## config.mk

```make
export PLATFORM = sky130hd
export DESIGN_NAME = calib_search
export DESIGN_NICKNAME = d
export VERILOG_FILES = /design/src/rtl/calib_search_pkg.sv /design/src/rtl/calib_search_step.sv /design/src/rtl/calib_search_value.sv /design/src/rtl/calib_search_timer.sv /design/src/rtl/calib_search.sv
export SDC_FILE = /design/constraint.sdc
export NUM_CORES = 1
export LEC_CHECK = 0
export ABC_CLOCK_PERIOD_IN_PS = 3900
export BUFFER_PORTS_ARGS = -buffer_cell sky130_fd_sc_hd__buf_4
export CAP_MARGIN = 0
export CORE_MARGIN = 2
export CORE_UTILIZATION = 55
export CTS_CLUSTER_SIZE = 24
export DETAILED_ROUTE_END_ITERATION = 6
export PLACE_DENSITY_LB_ADDON = 0.25
export SLEW_MARGIN = 20
export SYNTH_ARGS = -nofsm -noshare
export SYNTH_HDL_FRONTEND = slang
export SYNTH_SLANG_ARGS = --single-unit
```

## constraint.sdc

```tcl
create_clock -name clk -period 3.9 [get_ports clk]
set_input_delay 0.585 -clock clk [delete_from_list [all_inputs] [get_ports clk]]
set_output_delay 0.585 -clock clk [all_outputs]
set_load 0.01 [all_outputs]
```

## src/rtl/calib_search_pkg.sv

```systemverilog
package calib_search_pkg;

   // Verdict encoding from the compare unit
   typedef enum logic [1:0] {
      CMP_INSIDE  = 2'b00,
      CMP_BELOW   = 2'b01,
      CMP_ABOVE   = 2'b10,
      CMP_ABOVE_X = 2'b11
   } cmp_code_e;

   typedef enum logic {
      ST_IDLE   = 1'b0,
      ST_SEARCH = 1'b1
   } search_state_e;

endpackage

```

## src/rtl/calib_search_step.sv

```systemverilog
// Step size and direction history for the search.
module calib_search_step #(
   parameter int VAL_W = 8,
   parameter int STEP0 = 8
) (
   input  logic             clk,
   input  logic             rst_n,
   input  logic             load,
   input  logic             accept,
   input  logic             is_low,
   output logic [VAL_W-1:0] step_q,
   output logic [VAL_W-1:0] step_next,
   output logic             bracket
);

   localparam logic [VAL_W-1:0] STEP_INIT = VAL_W'(STEP0);
   localparam logic [VAL_W-1:0] STEP_UNIT = VAL_W'(1);

   logic seen_low_q, seen_high_q, unit_low_q, unit_high_q;
   logic seen_low_n, seen_high_n, unit_low_n, unit_high_n;
   logic unit_step, both_seen;
   logic [VAL_W-1:0] step_half;

   always_comb begin
      unit_step   = (step_q == STEP_UNIT);
      seen_low_n  = seen_low_q  | is_low;
      seen_high_n = seen_high_q | ~is_low;
      unit_low_n  = unit_low_q  | (is_low  & unit_step);
      unit_high_n = unit_high_q | (~is_low & unit_step);
      both_seen   = seen_low_n & seen_high_n;
      step_half   = step_q >> 1;
      if (both_seen)
         step_next = (step_half == '0) ? STEP_UNIT : step_half;
      else
         step_next = step_q;
      bracket = unit_low_n & unit_high_n;
   end

   always_ff @(posedge clk or negedge rst_n) begin
      if (!rst_n) begin
         step_q      <= STEP_INIT;
         seen_low_q  <= 1'b0;
         seen_high_q <= 1'b0;
         unit_low_q  <= 1'b0;
         unit_high_q <= 1'b0;
      end else if (load) begin
         step_q      <= STEP_INIT;
         seen_low_q  <= 1'b0;
         seen_high_q <= 1'b0;
         unit_low_q  <= 1'b0;
         unit_high_q <= 1'b0;
      end else if (accept) begin
         step_q      <= step_next;
         seen_low_q  <= seen_low_n  & ~both_seen;
         seen_high_q <= seen_high_n & ~both_seen;
         unit_low_q  <= unit_low_n;
         unit_high_q <= unit_high_n;
      end
   end

endmodule

```

## src/rtl/calib_search_value.sv

```systemverilog
// Trial value register with saturating moves.
module calib_search_value #(
   parameter int VAL_W = 8,
   parameter int SEED  = 128
) (
   input  logic             clk,
   input  logic             rst_n,
   input  logic             load,
   input  logic             move,
   input  logic             go_up,
   input  logic [VAL_W-1:0] step,
   output logic [VAL_W-1:0] value_q
);

   localparam logic [VAL_W-1:0] SEED_V  = VAL_W'(SEED);
   localparam logic [VAL_W-1:0] VAL_TOP = '1;

   logic [VAL_W:0]   sum_ext;
   logic [VAL_W-1:0] up_val, dn_val;

   always_comb begin
      sum_ext = {1'b0, value_q} + {1'b0, step};
      up_val  = sum_ext[VAL_W] ? VAL_TOP : sum_ext[VAL_W-1:0];
      dn_val  = (step > value_q) ? '0 : (value_q - step);
   end

   always_ff @(posedge clk or negedge rst_n) begin
      if (!rst_n)
         value_q <= SEED_V;
      else if (load)
         value_q <= SEED_V;
      else if (move)
         value_q <= go_up ? up_val : dn_val;
   end

endmodule

```

## src/rtl/calib_search_timer.sv

```systemverilog
// Cycle budget for one search; a parameter removes it entirely.
module calib_search_timer #(
   parameter bit TIMEOUT_EN     = 1'b1,
   parameter int TIMEOUT_CYCLES = 250_000_000
) (
   input  logic clk,
   input  logic rst_n,
   input  logic clear,
   input  logic run,
   output logic expire
);

   generate
      if (TIMEOUT_EN) begin : g_timer
         localparam int CNT_W = $clog2(TIMEOUT_CYCLES + 1);
         localparam logic [CNT_W-1:0] LAST = CNT_W'(TIMEOUT_CYCLES - 1);
         logic [CNT_W-1:0] cnt_q;

         always_ff @(posedge clk or negedge rst_n) begin
            if (!rst_n)
               cnt_q <= '0;
            else if (clear)
               cnt_q <= '0;
            else if (run && cnt_q != LAST)
               cnt_q <= cnt_q + 1'b1;
         end

         assign expire = run && (cnt_q == LAST);
      end else begin : g_no_timer
         logic unused_in;
         assign unused_in = clk ^ rst_n ^ clear ^ run;
         assign expire    = 1'b0;
      end
   endgenerate

endmodule

```

## src/rtl/calib_search.sv

```systemverilog
// Top: search control, verdict decode and completion flags.
module calib_search
   import calib_search_pkg::*;
#(
   parameter int VAL_W          = 8,
   parameter int SEED           = 128,
   parameter int STEP0          = 8,
   parameter bit TIMEOUT_EN     = 1'b1,
   parameter int TIMEOUT_CYCLES = 250_000_000
) (
   input  logic             clk,
   input  logic             rst_n,
   input  logic             start,
   input  logic             cmp_valid,
   input  logic [1:0]       cmp_code,
   output logic             cand_valid,
   output logic [VAL_W-1:0] value_out,
   output logic             done_ok,
   output logic             timed_out
);

   localparam int VAL_SPAN = 1 << VAL_W;

   generate
      if (VAL_W < 2 || VAL_W > 16) begin : g_bad_width
         $error("calib_search: VAL_W out of range");
      end
      if (STEP0 < 1 || STEP0 >= VAL_SPAN) begin : g_bad_step
         $error("calib_search: STEP0 out of range");
      end
      if (SEED < 0 || SEED >= VAL_SPAN) begin : g_bad_seed
         $error("calib_search: SEED out of range");
      end
      if (TIMEOUT_EN && TIMEOUT_CYCLES < 2) begin : g_bad_budget
         $error("calib_search: TIMEOUT_CYCLES too small");
      end
   endgenerate

   search_state_e    state_q;
   logic             ok_q, to_q;
   logic             searching, load, accept, hit, is_low;
   logic             step_accept, finish_ok, move, expire, abort;
   logic             bracket;
   logic [VAL_W-1:0] step_q, step_next;
   cmp_code_e        verdict;

   always_comb begin
      verdict     = cmp_code_e'(cmp_code);
      searching   = (state_q == ST_SEARCH);
      load        = !searching && start;
      accept      = searching && cmp_valid;
      hit         = accept && (verdict == CMP_INSIDE);
      is_low      = (verdict == CMP_BELOW);
      step_accept = accept && !hit;
      finish_ok   = hit || (step_accept && bracket);
      move        = step_accept && !bracket;
      abort       = expire && !finish_ok;
   end

   calib_search_step #(
      .VAL_W (VAL_W),
      .STEP0 (STEP0)
   ) u_step (
      .clk       (clk),
      .rst_n     (rst_n),
      .load      (load),
      .accept    (step_accept),
      .is_low    (is_low),
      .step_q    (step_q),
      .step_next (step_next),
      .bracket   (bracket)
   );

   calib_search_value #(
      .VAL_W (VAL_W),
      .SEED  (SEED)
   ) u_value (
      .clk     (clk),
      .rst_n   (rst_n),
      .load    (load),
      .move    (move),
      .go_up   (is_low),
      .step    (step_next),
      .value_q (value_out)
   );

   calib_search_timer #(
      .TIMEOUT_EN     (TIMEOUT_EN),
      .TIMEOUT_CYCLES (TIMEOUT_CYCLES)
   ) u_timer (
      .clk    (clk),
      .rst_n  (rst_n),
      .clear  (load),
      .run    (searching),
      .expire (expire)
   );

   always_ff @(posedge clk or negedge rst_n) begin
      if (!rst_n) begin
         state_q <= ST_IDLE;
         ok_q    <= 1'b0;
         to_q    <= 1'b0;
      end else if (load) begin
         state_q <= ST_SEARCH;
         ok_q    <= 1'b0;
         to_q    <= 1'b0;
      end else if (searching && finish_ok) begin
         state_q <= ST_IDLE;
         ok_q    <= 1'b1;
      end else if (searching && abort) begin
         state_q <= ST_IDLE;
         to_q    <= 1'b1;
      end
   end

   // step_q is kept for observation by derived blocks; tie into a no-op use
   logic unused_step;
   assign unused_step = ^step_q;

   assign cand_valid = searching;
   assign done_ok    = ok_q;
   assign timed_out  = to_q;

endmodule

```

# ---- After elaboration in Yosys (flattened, before gate mapping)
# Cells that the tools add are included.
dict set report totals {
  reg_bits 51
  input_bits 6
  out_inout_bits 11
}
dict set report op_classes {
  magnitude_cmp 1
  eq_ne 5
  mux 27
  n_bitwise 12
  n_reduce_logical 25
  addsub 3
}
# operator n
set ops {}
lappend ops {{8-bit 2-to-1 mux} 8}
lappend ops {{28-bit 2-to-1 mux} 2}
lappend ops {{28-bit by 1-bit adder with 28-bit output, second input constant} 1}
lappend ops {{28-bit == test, second input constant} 1}
lappend ops {{28-bit != test, second input constant} 1}
lappend ops {{1-bit 2-to-1 mux} 16}
lappend ops {{1-bit logical AND} 11}
lappend ops {{2-bit nonzero test} 5}
lappend ops {{8-bit by 8-bit adder with 9-bit output} 1}
lappend ops {{8-bit by 1-bit == test with 1-bit output, second input constant} 1}
lappend ops {{8-bit greater-than comparator} 1}
lappend ops {{8-bit zero test} 1}
lappend ops {{8-bit subtractor} 1}
lappend ops {{7-bit 2-to-1 mux} 1}
lappend ops {{1-bit bitwise AND} 6}
lappend ops {{1-bit zero test} 4}
lappend ops {{1-bit bitwise OR} 4}
lappend ops {{3-bit nonzero test} 1}
lappend ops {{2-bit by 1-bit == test with 1-bit output, second input constant} 1}
lappend ops {{2-bit zero test} 1}
lappend ops {{2-bit != test, second input constant} 1}
lappend ops {{1-bit inverter} 2}
lappend ops {{2-bit AND reduction} 1}
lappend ops {{1-bit logical OR} 1}

# ---- Longest topological paths before layout
# Gate-level depths: netlist of run 1.
dict set report depth {
  ltp_word 13
  mapped_depth 16
}

# ---- Hierarchy
# Synthesis of run 1 repeated with hierarchy kept, for this count alone.
dict set report hier_totals {
  cells_unflattened 398
  hier_area_um2 3494.6
}
# mod area_per_inst_um2 cells_per_inst n_inst
set by_module_without_submodules {}
lappend by_module_without_submodules {calib_search_timer 1526.5 166 1}
lappend by_module_without_submodules {calib_search_value 1112.3 132 1}
lappend by_module_without_submodules {calib_search_step 684.4 81 1}
lappend by_module_without_submodules {calib_search 171.4 19 1}

# ---- Least setup slack after synthesis of run 1
# OpenSTA, ideal clock, no wires.
dict set report synth_path {
  path_kind {input to register}
  startpoint {input cmp_code[1]}
  endpoint {register u_value.value_q[5]}
  arrival_ps 3760
  setup_ps 83
  t_required_ps 3817
  path_stages 13
  setup_slack_ps 57
  n_path_buf 2
  cell_sequence {clkbuf_1 > nand2b_1 > clkbuf_1 > mux2i_2 > mux2i_1 > inv_1 > ha_1 > or2_2 > a221oi_1 > o31ai_1 > xnor2_1 > a32o_1 > o21ai_0}
}
dict set report synth_via {
  elab_chain_cells 10
}
# item line
set synth_lines {}
lappend synth_lines {{start, declared} calib_search.sv:15} ;# input logic [1:0] cmp_code,
lappend synth_lines {{2-bit by 1-bit == test with 1-bit output} calib_search.sv:53} ;# is_low = (verdict == CMP_BELOW);
lappend synth_lines {{1-bit inverter} {calib_search_step.sv:27, calib_search_step.sv:29}}
lappend synth_lines {{1-bit bitwise OR} calib_search_step.sv:27} ;# seen_high_n = seen_high_q | ~is_low;
lappend synth_lines {{1-bit bitwise AND} calib_search_step.sv:30} ;# both_seen = seen_low_n & seen_high_n;
lappend synth_lines {{8-bit 2-to-1 mux} calib_search_step.sv:32} ;# if (both_seen)
lappend synth_lines {{8-bit subtractor (tied with other cells)} calib_search_value.sv:24} ;# dn_val = (step > value_q) ? '0 : (value_q - step);
lappend synth_lines {{8-bit 2-to-1 mux, on equally long branches} {calib_search_value.sv:24, calib_search_value.sv:23}}
lappend synth_lines {{8-bit 2-to-1 mux} calib_search_value.sv:33} ;# value_q <= go_up ? up_val : dn_val;
lappend synth_lines {{8-bit 2-to-1 mux} calib_search_value.sv:32} ;# else if (move)
lappend synth_lines {{8-bit 2-to-1 mux} calib_search_value.sv:30} ;# else if (load)
lappend synth_lines {{end signal, assigned} calib_search_value.sv:33}
lappend synth_lines {{end, declared} calib_search_value.sv:12} ;# output logic [VAL_W-1:0] value_q
# Parallel ways exist; a longest one is shown, timed or not. The select of a mux whose other input is x is not followed.
# A chain may end at the register's enable or synchronous reset.

# ---- Final worst setup path of run 1
dict set report layout_path {
  startpoint {register u_step.step_q[7]}
  endpoint {register u_value.value_q[3]}
}
dict set report layout_via {
  elab_chain_cells 8
}
# item line
set layout_lines {}
lappend layout_lines {{start, declared} calib_search_step.sv:11} ;# output logic [VAL_W-1:0] step_q,
lappend layout_lines {{start signal, assigned} calib_search_step.sv:53} ;# step_q <= step_next;
lappend layout_lines {{8-bit zero test} calib_search_step.sv:33} ;# step_next = (step_half == '0) ? STEP_UNIT : step_half;
lappend layout_lines {{7-bit 2-to-1 mux} calib_search_step.sv:33}
lappend layout_lines {{8-bit 2-to-1 mux} calib_search_step.sv:32}
lappend layout_lines {{8-bit subtractor (tied with other cells)} calib_search_value.sv:24}
lappend layout_lines {{8-bit 2-to-1 mux, on equally long branches} {calib_search_value.sv:24, calib_search_value.sv:23}}
lappend layout_lines {{8-bit 2-to-1 mux} calib_search_value.sv:33}
lappend layout_lines {{8-bit 2-to-1 mux} calib_search_value.sv:32}
lappend layout_lines {{8-bit 2-to-1 mux} calib_search_value.sv:30}
# Parallel ways exist; a longest one is shown, timed or not. The select of a mux whose other input is x is not followed.

==> out/qor.csv, run 1 <==
stage,metric,value,unit
power,sw frac,0.428,
floorplanning,Core Footprint,5920,um^2
setup_path,Worst Path Required,4.11,ns
floorplanning,Die ar.,6800,um^2
timing,clock skew,0.00356,ns
synthesis,synth unique cells,58,
synthesis,synth warn,0,
setup_path,crit-path max FO,4,
drt,# DRC,0,
cts,clock latency on the worst-skew pair,0.31,ns
synthesis,Area contributors post-synth,"dfrtp_1 36%, ha_1 6.7%, mux2i_1 4.1%, nand3_1 4.0%, nand2_1 3.8%",
power,Leak Pwr,1.80,nW
setup_path,CP max stage delay,0.61,ns
place,GP Congestion,0.875,
setup_path,slowest cell on the critical path,or4_1,
timing,setup slack after layout,0.305,ns
power,Seq pwr share,0.346,
synthesis,synthesized area,3380,um^2
grt,global-route wire length before repair,13.2,mm
cts,clk sink count,51,
synthesis,Post-synth EDFFs,0,
place,dpl ws,0.285,ns
setup_path,reg-to-reg setup timing slack,0.30,ns
finish,area of the multi-input gates,1970,um^2
cts,PostCTS Resize Cnt,0,
cts,CTS root buf,clkbuf_8,
timing,Finish-stage setup viols,0,
power,peak supply drop,0.310,mV
timing,RSZ-0062 raised after global routing,false,
setup_path,critical-path cell list,or4_1 > nor3_1 > nor2_1 > nor2_1 > a21oi_1 > inv_1 > ha_1 > inv_1 > fa_1 > nand2b_1 > a221oi_1 > o311ai_0 > a31oi_1 > buf_4 > a22o_1,
timing,fin crit share,0.922,
timing,min cycle time layout,3.60,ns
job,# Max-Cap Violations,0,
finish,area delta synth->final,9.57,%
finish,post-route cell area,3710,um^2
drt,vias post-DR,2962,
floorplanning,Initial Util,0.572,
cts,clk slew on worst S/H paths,0.10,ns
cts,Max Root-Sink Buffers,2,
power,Int Pwr,1.26,mW
cts,Num CTS Buffers,5,
synthesis,Post-synth ARST share,1.00,
cts,CTS tree,done,
synthesis,synth cell count leaders,"49 x dfrtp_1, 34 x nand2_1, 34 x nor2_1, 27 x nand3_1, 23 x o21ai_0",
hold_path,HP Class,in2async,
power,switching power total,947,uW
grt,GR Util All Layers,0.253,
drt,wire per inst,16.2,um
finish,Storage cell area,1280,um^2
drt,DRT antenna net count,0,
timing,pins over their slew limit,0,
setup_path,Crit. End Element,flop,
outcome,status,completed,
finish,layout cells sized above 1,0.129,
power,Cell Pwr Density,596,nW/um^2
synthesis,top-area cell type share of the netlist area,0.362,
synthesis,synthesized flop and latch total,51,
timing,relative slew slack,0.379,
synthesis,Post-Syn Nets,408,
floorplanning,IO Count,17,
timing,Max Clk Rate,278,MHz
setup_path,CP Class,reg2reg,
grt,largest net degree at the start of global routing,52,
cts,"Setup Fix Bufs, Post-CTS",0,
place,detailed placement HPWL,5.58,mm
cts,"Hold-fix buffers, CTS",0,
cts,H-tree levels,2,
timing,Hold Fails Final Rpt,0,
place,placed cell area,3620,um^2
synthesis,most common cell in the netlist,dfrtp_1,
timing,slew at the pin with the worst max-slew slack,0.930,ns
finish,NumNets Final,427,
synthesis,"area leader, netlist",dfrtp_1,
drt,initial drt markers,188,
grt,initial antenna violation count,0,
grt,GRT overflow,0,
synthesis,Synth Flop Type,dfrtp_1,
floorplanning,FP Rows,28,
drt,Routed Wire Length,7.75,mm
floorplanning,Die H,82.4,um
setup_path,WP data arrival,3.80,ns
power,combinational share of power,0.513,
place,I/O Buffers,16,
timing,Fin Setup TNS,0,ns
synthesis,Synth Area per Inst,8.86,um^2
drt,via density per instance,6.21,
drt,Pre-antenna DRT Iters,5,
floorplanning,Die Span X,82.4,um
synthesis,"Seq/Total Area, Yosys",0.378,
power,Clk pwr share,0.142,
grt,number of global-route vias before repair,2772,
finish,antenna cells,0,
setup_path,Startpoint Class,flop,
finish,fillers,506,
synthesis,Syn Inst Count,382,
-- worst paths after layout --
kind / start / to / cells past startpoint
worst min-delay path: rst_n / u_step.seen_high_q / 1
worst min register to register: u_value.value_q[7] / u_value.value_q[7] / 2
min in group clk: u_value.value_q[7] / u_value.value_q[7] / 2
worst max-delay path: u_step.step_q[7] / u_value.value_q[3] / 15
max in group asynchronous: rst_n / u_timer.g_timer.cnt_q[18] / 1
worst max register to register: u_step.step_q[7] / u_value.value_q[3] / 15
-- logic make-up (layout without fill, tap and decap cells) --
| kind of cell | Yosys count | count (layout) | synth area share |
|---|---|---|---|
| flip-flops | 51 | 51 | 0.378 |
| AO/OA/AOI/OAI | 95 | 95 | 0.191 |
| multiplexers | 15 | 15 | 0.0455 |
| AND/OR/NAND/NOR | 153 | 153 | 0.235 |
| adder cells (fa/ha/maj) | 20 | 20 | 0.0784 |
| buffers and inverters | 36 | 56 | 0.0418 |
| XOR/XNOR | 12 | 12 | 0.0311 |
-- critical path, delay by kind of cell (launching register included) --
| kind | cells | cell delay, ns |
|---|---|---|
| AO/OA/AOI/OAI | 5 | 1.06 |
| AND/OR/NAND/NOR | 5 | 1.04 |
| adder cells (fa/ha/maj) | 2 | 0.59 |
| flip-flops | 1 | 0.42 |
| buffers and inverters | 3 | 0.37 |
-- stage by stage --
| stage | power [mW] | hold WS, ns | instances | util |
|---|---|---|---|---|
| 2_1_floorplan | 1.56 | 0.289 | 382 | - |
| 3_3_place_gp | 1.86 | 0.466 | 469 | 0.611 |
| 3_5_place_dp | 1.89 | 0.478 | 469 | 0.612 |
| 4_1_cts | 2.20 | 0.315 | 477 | 0.626 |
| 5_1_grt | 2.40 | 0.335 | 477 | 0.626 |
| 6_report | 2.21 | 0.296 | 477 | 0.626 |
-- flip-flops by register name, summed over array words and instances, names as in the netlist --
register	count
u_timer.g_timer.cnt_q	28
u_step.step_q	8
u_value.value_q	8
cand_valid	1
done_ok	1
timed_out	1
u_step.seen_high_q	1
u_step.seen_low_q	1
u_step.unit_high_q	1
u_step.unit_low_q	1
-- cells in the final DEF, fill, tap and decap left out, types with 3 or more instances in the layout --
cell type   n
o31ai_1    11
and3_1      6
xor2_1      3
buf_4      27
nor2_1     34
mux2i_1    14
clkbuf_8    5
a31oi_1     3
and2_1      4
xnor2_1     9
nor2b_1     5
ha_1       18
dfrtp_1    49
or2_2       4
a221oi_1    4
nor3_1     10
o21bai_1    4
or4_1       4
nand2_1    34
a22o_1      5
inv_1      21
a21oi_1    18
nand3_1    27
nand2b_1    5
o21ai_0    23
a21o_1      5
o211ai_1    4
-- cell type report --
cell class / count / share of cell area
Clock buffer: 5 / 0.0186
Clock inverter: 3 / 0.00506
Inverter: 21 / 0.0213
Multi-Input combinational cell: 295 / 0.530
Sequential cell: 51 / 0.345
Tap cell: 75 / 0.0253
Timing Repair Buffer: 27 / 0.0547
-- power groups by stage --
stage | registers (mW) | clock network [mW] | logic [mW]
after floorplan | 0.747 | 0 | 0.816
after global placement | 0.768 | 0 | 1.09
after detailed placement | 0.770 | 0 | 1.12
after CTS | 0.762 | 0.316 | 1.12
after global routing | 0.785 | 0.345 | 1.27
final | 0.765 | 0.313 | 1.13
-- layer usage --
| metal | vias up | global-route usage | part of all wire | wire, um |
|---|---|---|---|---|
| met2 | 99 | 0.374 | 0.44 | 3440 |
| met5 | - | 0 | 0 | 0 |
| met4 | 0 | 0.0667 | 0.0080 | 62 |
| met1 | 1439 | 0.379 | 0.49 | 3800 |
| li1 | 1415 | - | - | - |
| met3 | 9 | 0.0446 | 0.057 | 442 |
Power figures use the tool's default switching activity.
==> inputs of run 2 (changes only) <==
--- a/config.mk
+++ b/config.mk
@@ -12,8 +12,9 @@
 export CORE_UTILIZATION = 55
 export CTS_CLUSTER_SIZE = 24
 export DETAILED_ROUTE_END_ITERATION = 6
-export PLACE_DENSITY_LB_ADDON = 0.25
+export PLACE_DENSITY = 0.72
 export SLEW_MARGIN = 20
 export SYNTH_ARGS = -nofsm -noshare
 export SYNTH_HDL_FRONTEND = slang
+export SYNTH_HIERARCHICAL = 1
 export SYNTH_SLANG_ARGS = --single-unit
==> out/qor.csv, run 2 <==
stage,metric,value,unit,change
timing,slew at the pin with the worst max-slew slack,0.933,ns,+0.00286 ns
power,Final Power,2.32,mW,+4.9%
floorplanning,Die H,83.7,um,+1.5%
synthesis,Post-synth EDFFs,0,,unchanged
timing,min cycle time layout,3.34,ns,-0.257 ns
grt,GR Util All Layers,0.238,,-0.0148
finish,post-route cell area,3800,um^2,+2.4%
drt,Pre-antenna DRT Iters,5,,unchanged
finish,fin util,0.609,,-0.0177
synthesis,synthesized flop and latch total,51,,unchanged
setup_path,Crit path depth,13,,-2
floorplanning,Core Footprint,6240,um^2,+5.4%
finish,most frequent cells in the layout,"49 x dfrtp_1, 41 x nand2_1, 38 x a21oi_1",,
cts,"Setup Fix Bufs, Post-CTS",0,,unchanged
cts,clk sink count,51,,unchanged
synthesis,Post-Syn Nets,424,,+3.9%
drt,Routed Wire Length,7.96,mm,+2.8%
timing,worst hold slack,0.300,ns,+0.00409 ns
cts,PostCTS Resize Cnt,0,,unchanged
synthesis,synthesized area,3490,um^2,+3.3%
finish,Largest register FFs,28,,unchanged
floorplanning,Die ar.,7010,um^2,+3.1%
cts,CTS tree,done,,
setup_path,WP data arrival,3.53,ns,-0.27 ns
finish,NumNets Final,438,,+2.6%
place,GP Congestion,0.997,,+14%
synthesis,top-area cell type share of the netlist area,0.351,,-0.0114
timing,Finish-stage setup viols,0,,unchanged
drt,# DRC,0,,unchanged
setup_path,CP Class,in2reg,,
hold_path,HP Class,in2async,,
place,detailed placement HPWL,5.60,mm,+0.31%
synthesis,Syn Inst Count,398,,+4.2%
timing,Hold Fails Final Rpt,0,,unchanged
setup_path,slowest cell on the critical path,fa_1,,
place,I/O Buffers,16,,unchanged
grt,GRT overflow,0,,unchanged
setup_path,crit-path max FO,17,,+13
finish,layout cells sized above 1,0.119,,-0.0107
setup_path,Worst Path Required,4.09,ns,-0.02 ns
synthesis,"Seq/Total Area, Yosys",0.366,,-0.0119
grt,initial antenna violation count,0,,unchanged
synthesis,synth unique cells,66,,+14%
power,peak supply drop,0.444,mV,+43%
drt,DRT antenna net count,0,,unchanged
timing,Fin Setup TNS,0,ns,unchanged
place,placed cell area,3670,um^2,+1.2%
floorplanning,Die Span X,83.7,um,+1.5%
cts,H-tree levels,2,,unchanged
cts,Max Root-Sink Buffers,2,,unchanged
outcome,status,completed,,
synthesis,Synth Flop Type,dfrtp_1,,
floorplanning,IO Count,17,,unchanged
grt,global-route wire length before repair,13.9,mm,+5.2%
synthesis,Post-synth ARST share,1.00,,unchanged
cts,clock latency on the worst-skew pair,0.30,ns,about the same
power,Leak Pwr,1.64,nW,-9.3%
setup_path,worst r2r path cells,12,,-3
timing,fin crit share,0.856,,-0.0659
setup_path,Crit. End Element,flop,,
synthesis,Synth Area per Inst,8.78,um^2,-0.90%
timing,RSZ-0062 raised after global routing,false,,
setup_path,CP max stage delay,0.47,ns,-0.14 ns
cts,Num CTS Buffers,5,,unchanged
timing,clock skew,0.00896,ns,+0.00540 ns
job,# Max-Cap Violations,0,,unchanged
setup_path,Startpoint Class,input pin,,
floorplanning,Initial Util,0.560,,-0.0117
floorplanning,FP Rows,29,,+3.6%
power,Cell Pwr Density,611,nW/um^2,+2.4%
cts,clk slew on worst S/H paths,0.10,ns,about the same
finish,biggest regs,"u_timer/g_timer.cnt_q x28, u_step/step_q x8, u_value/value_q x8",,
cts,CTS root buf,clkbuf_8,,
synthesis,Area contributors post-synth,"dfrtp_1 35%, ha_1 6.4%, a21oi_1 5.4%, nand2_1 4.4%, xor2_1 3.8%",,
drt,vias post-DR,3023,,+2.1%
synthesis,synth warn,6,,+6
finish,area delta synth->final,8.70,%,
setup_path,critical-path cell list,buf_4 > nor2b_1 > buf_4 > mux2_4 > nand2_1 > nand2_1 > fa_1 > nor2b_2 > o221ai_4 > nor4_2 > nor3_4 > nand3_1 > a32o_1,,
drt,initial drt markers,196,,+4.3%
synthesis,most common cell in the netlist,dfrtp_1,,
setup_path,WP buf/inv,2,,-1
cts,"Hold-fix buffers, CTS",0,,unchanged
timing,relative slew slack,0.378,,-0.00107
finish,"commonest non-fill, non-tap cell in the layout",dfrtp_1,,
grt,number of global-route vias before repair,2955,,+6.6%
finish,antenna cells,0,,unchanged
synthesis,"area leader, netlist",dfrtp_1,,
timing,Max Clk Rate,300,MHz,+7.7%
drt,wire per inst,16.3,um,about the same
grt,largest net degree at the start of global routing,52,,unchanged
finish,fillers,559,,+10%
setup_path,Top delay family on crit path,simple AND/OR/NAND/NOR gates,,
timing,pins over their slew limit,0,,unchanged
finish,Biggest register,u_timer/g_timer.cnt_q,,
drt,via density per instance,6.17,,-0.65%
synthesis,synth cell count leaders,"49 x dfrtp_1, 41 x nand2_1, 38 x a21oi_1, 29 x nor2_1, 24 x nand3_1",,
==> run 2: kinds of logic (layout without fill, tap and decap cells) <==
group,count (synthesis),in the layout,synth area share
fa+ha+maj,20,20,0.0759
buf+inv,38,53,0.0501
simple gates,165,165,0.257
xor+xnor,18,18,0.0451
mux,3,3,0.0100
compound gates,103,103,0.196
flops,51,51,0.366
==> run 2: path summary, 6_finish.rpt <==
kind	slack, ns	from	end
hold reg to reg	0.53	u_step/unit_low_q	u_step/unit_low_q
setup reg to reg	0.64	u_step/step_q[4]	u_value/value_q[5]
hold / removal	0.30	rst_n	u_step/unit_high_q
min in group clk	0.53	u_step/unit_low_q	u_step/unit_low_q
max in group asynchronous	3.16	rst_n	u_timer/g_timer.cnt_q[22]
setup / recovery	0.56	cmp_code[1]	u_value/value_q[6]
==> run 2: layer usage <==
metal  vias to the layer above  part of all wire  GRT usage
li1                       1464                 -          -
met1                      1438              0.44      0.325
met2                       103              0.48      0.398
met3                        18             0.048     0.0267
met4                         0             0.025     0.0733
met5                         -                 0          0
==> run 2: area by class of cell <==
cell class | instances | area [um^2] | share of cell area
clock buffer | 6 | 72.6 | 0.0191
sequential | 51 | 1280 | 0.337
multi-input combinational | 309 | 2040 | 0.538
inverter | 24 | 90.1 | 0.0237
clock inverter | 2 | 60.1 | 0.0158
tap | 77 | 96.3 | 0.0254
timing repair buffer | 21 | 158 | 0.0415
==> run 2: where the power goes <==
part	internal [mW]	switching, mW
clock network	0.257	0.179
registers	0.622	0.124
logic	0.461	0.678
==> run 2: worst register-to-register path, cell delays in order (launching register included) <==
cell and delay (ns):
dfrtp_1 0.45, nor4_4 0.41, a21oi_2 0.12, o21ai_0 0.35
ha_1 0.22, inv_1 0.05, fa_1 0.42, a211oi_1 0.33
or2_1 0.20, a31oi_2 0.13, nor2_1 0.15, nor2_2 0.10
a32o_1 0.23
==> run 2: metrics by stage <==
| stage | instances | setup slack [ns] |
|---|---|---|
| after floorplan | 398 | 0.352 |
| after global placement | 482 | 0.400 |
| after detailed placement | 482 | 0.321 |
| after CTS | 490 | 0.619 |
| after global routing | 490 | 0.402 |
| final | 490 | 0.562 |
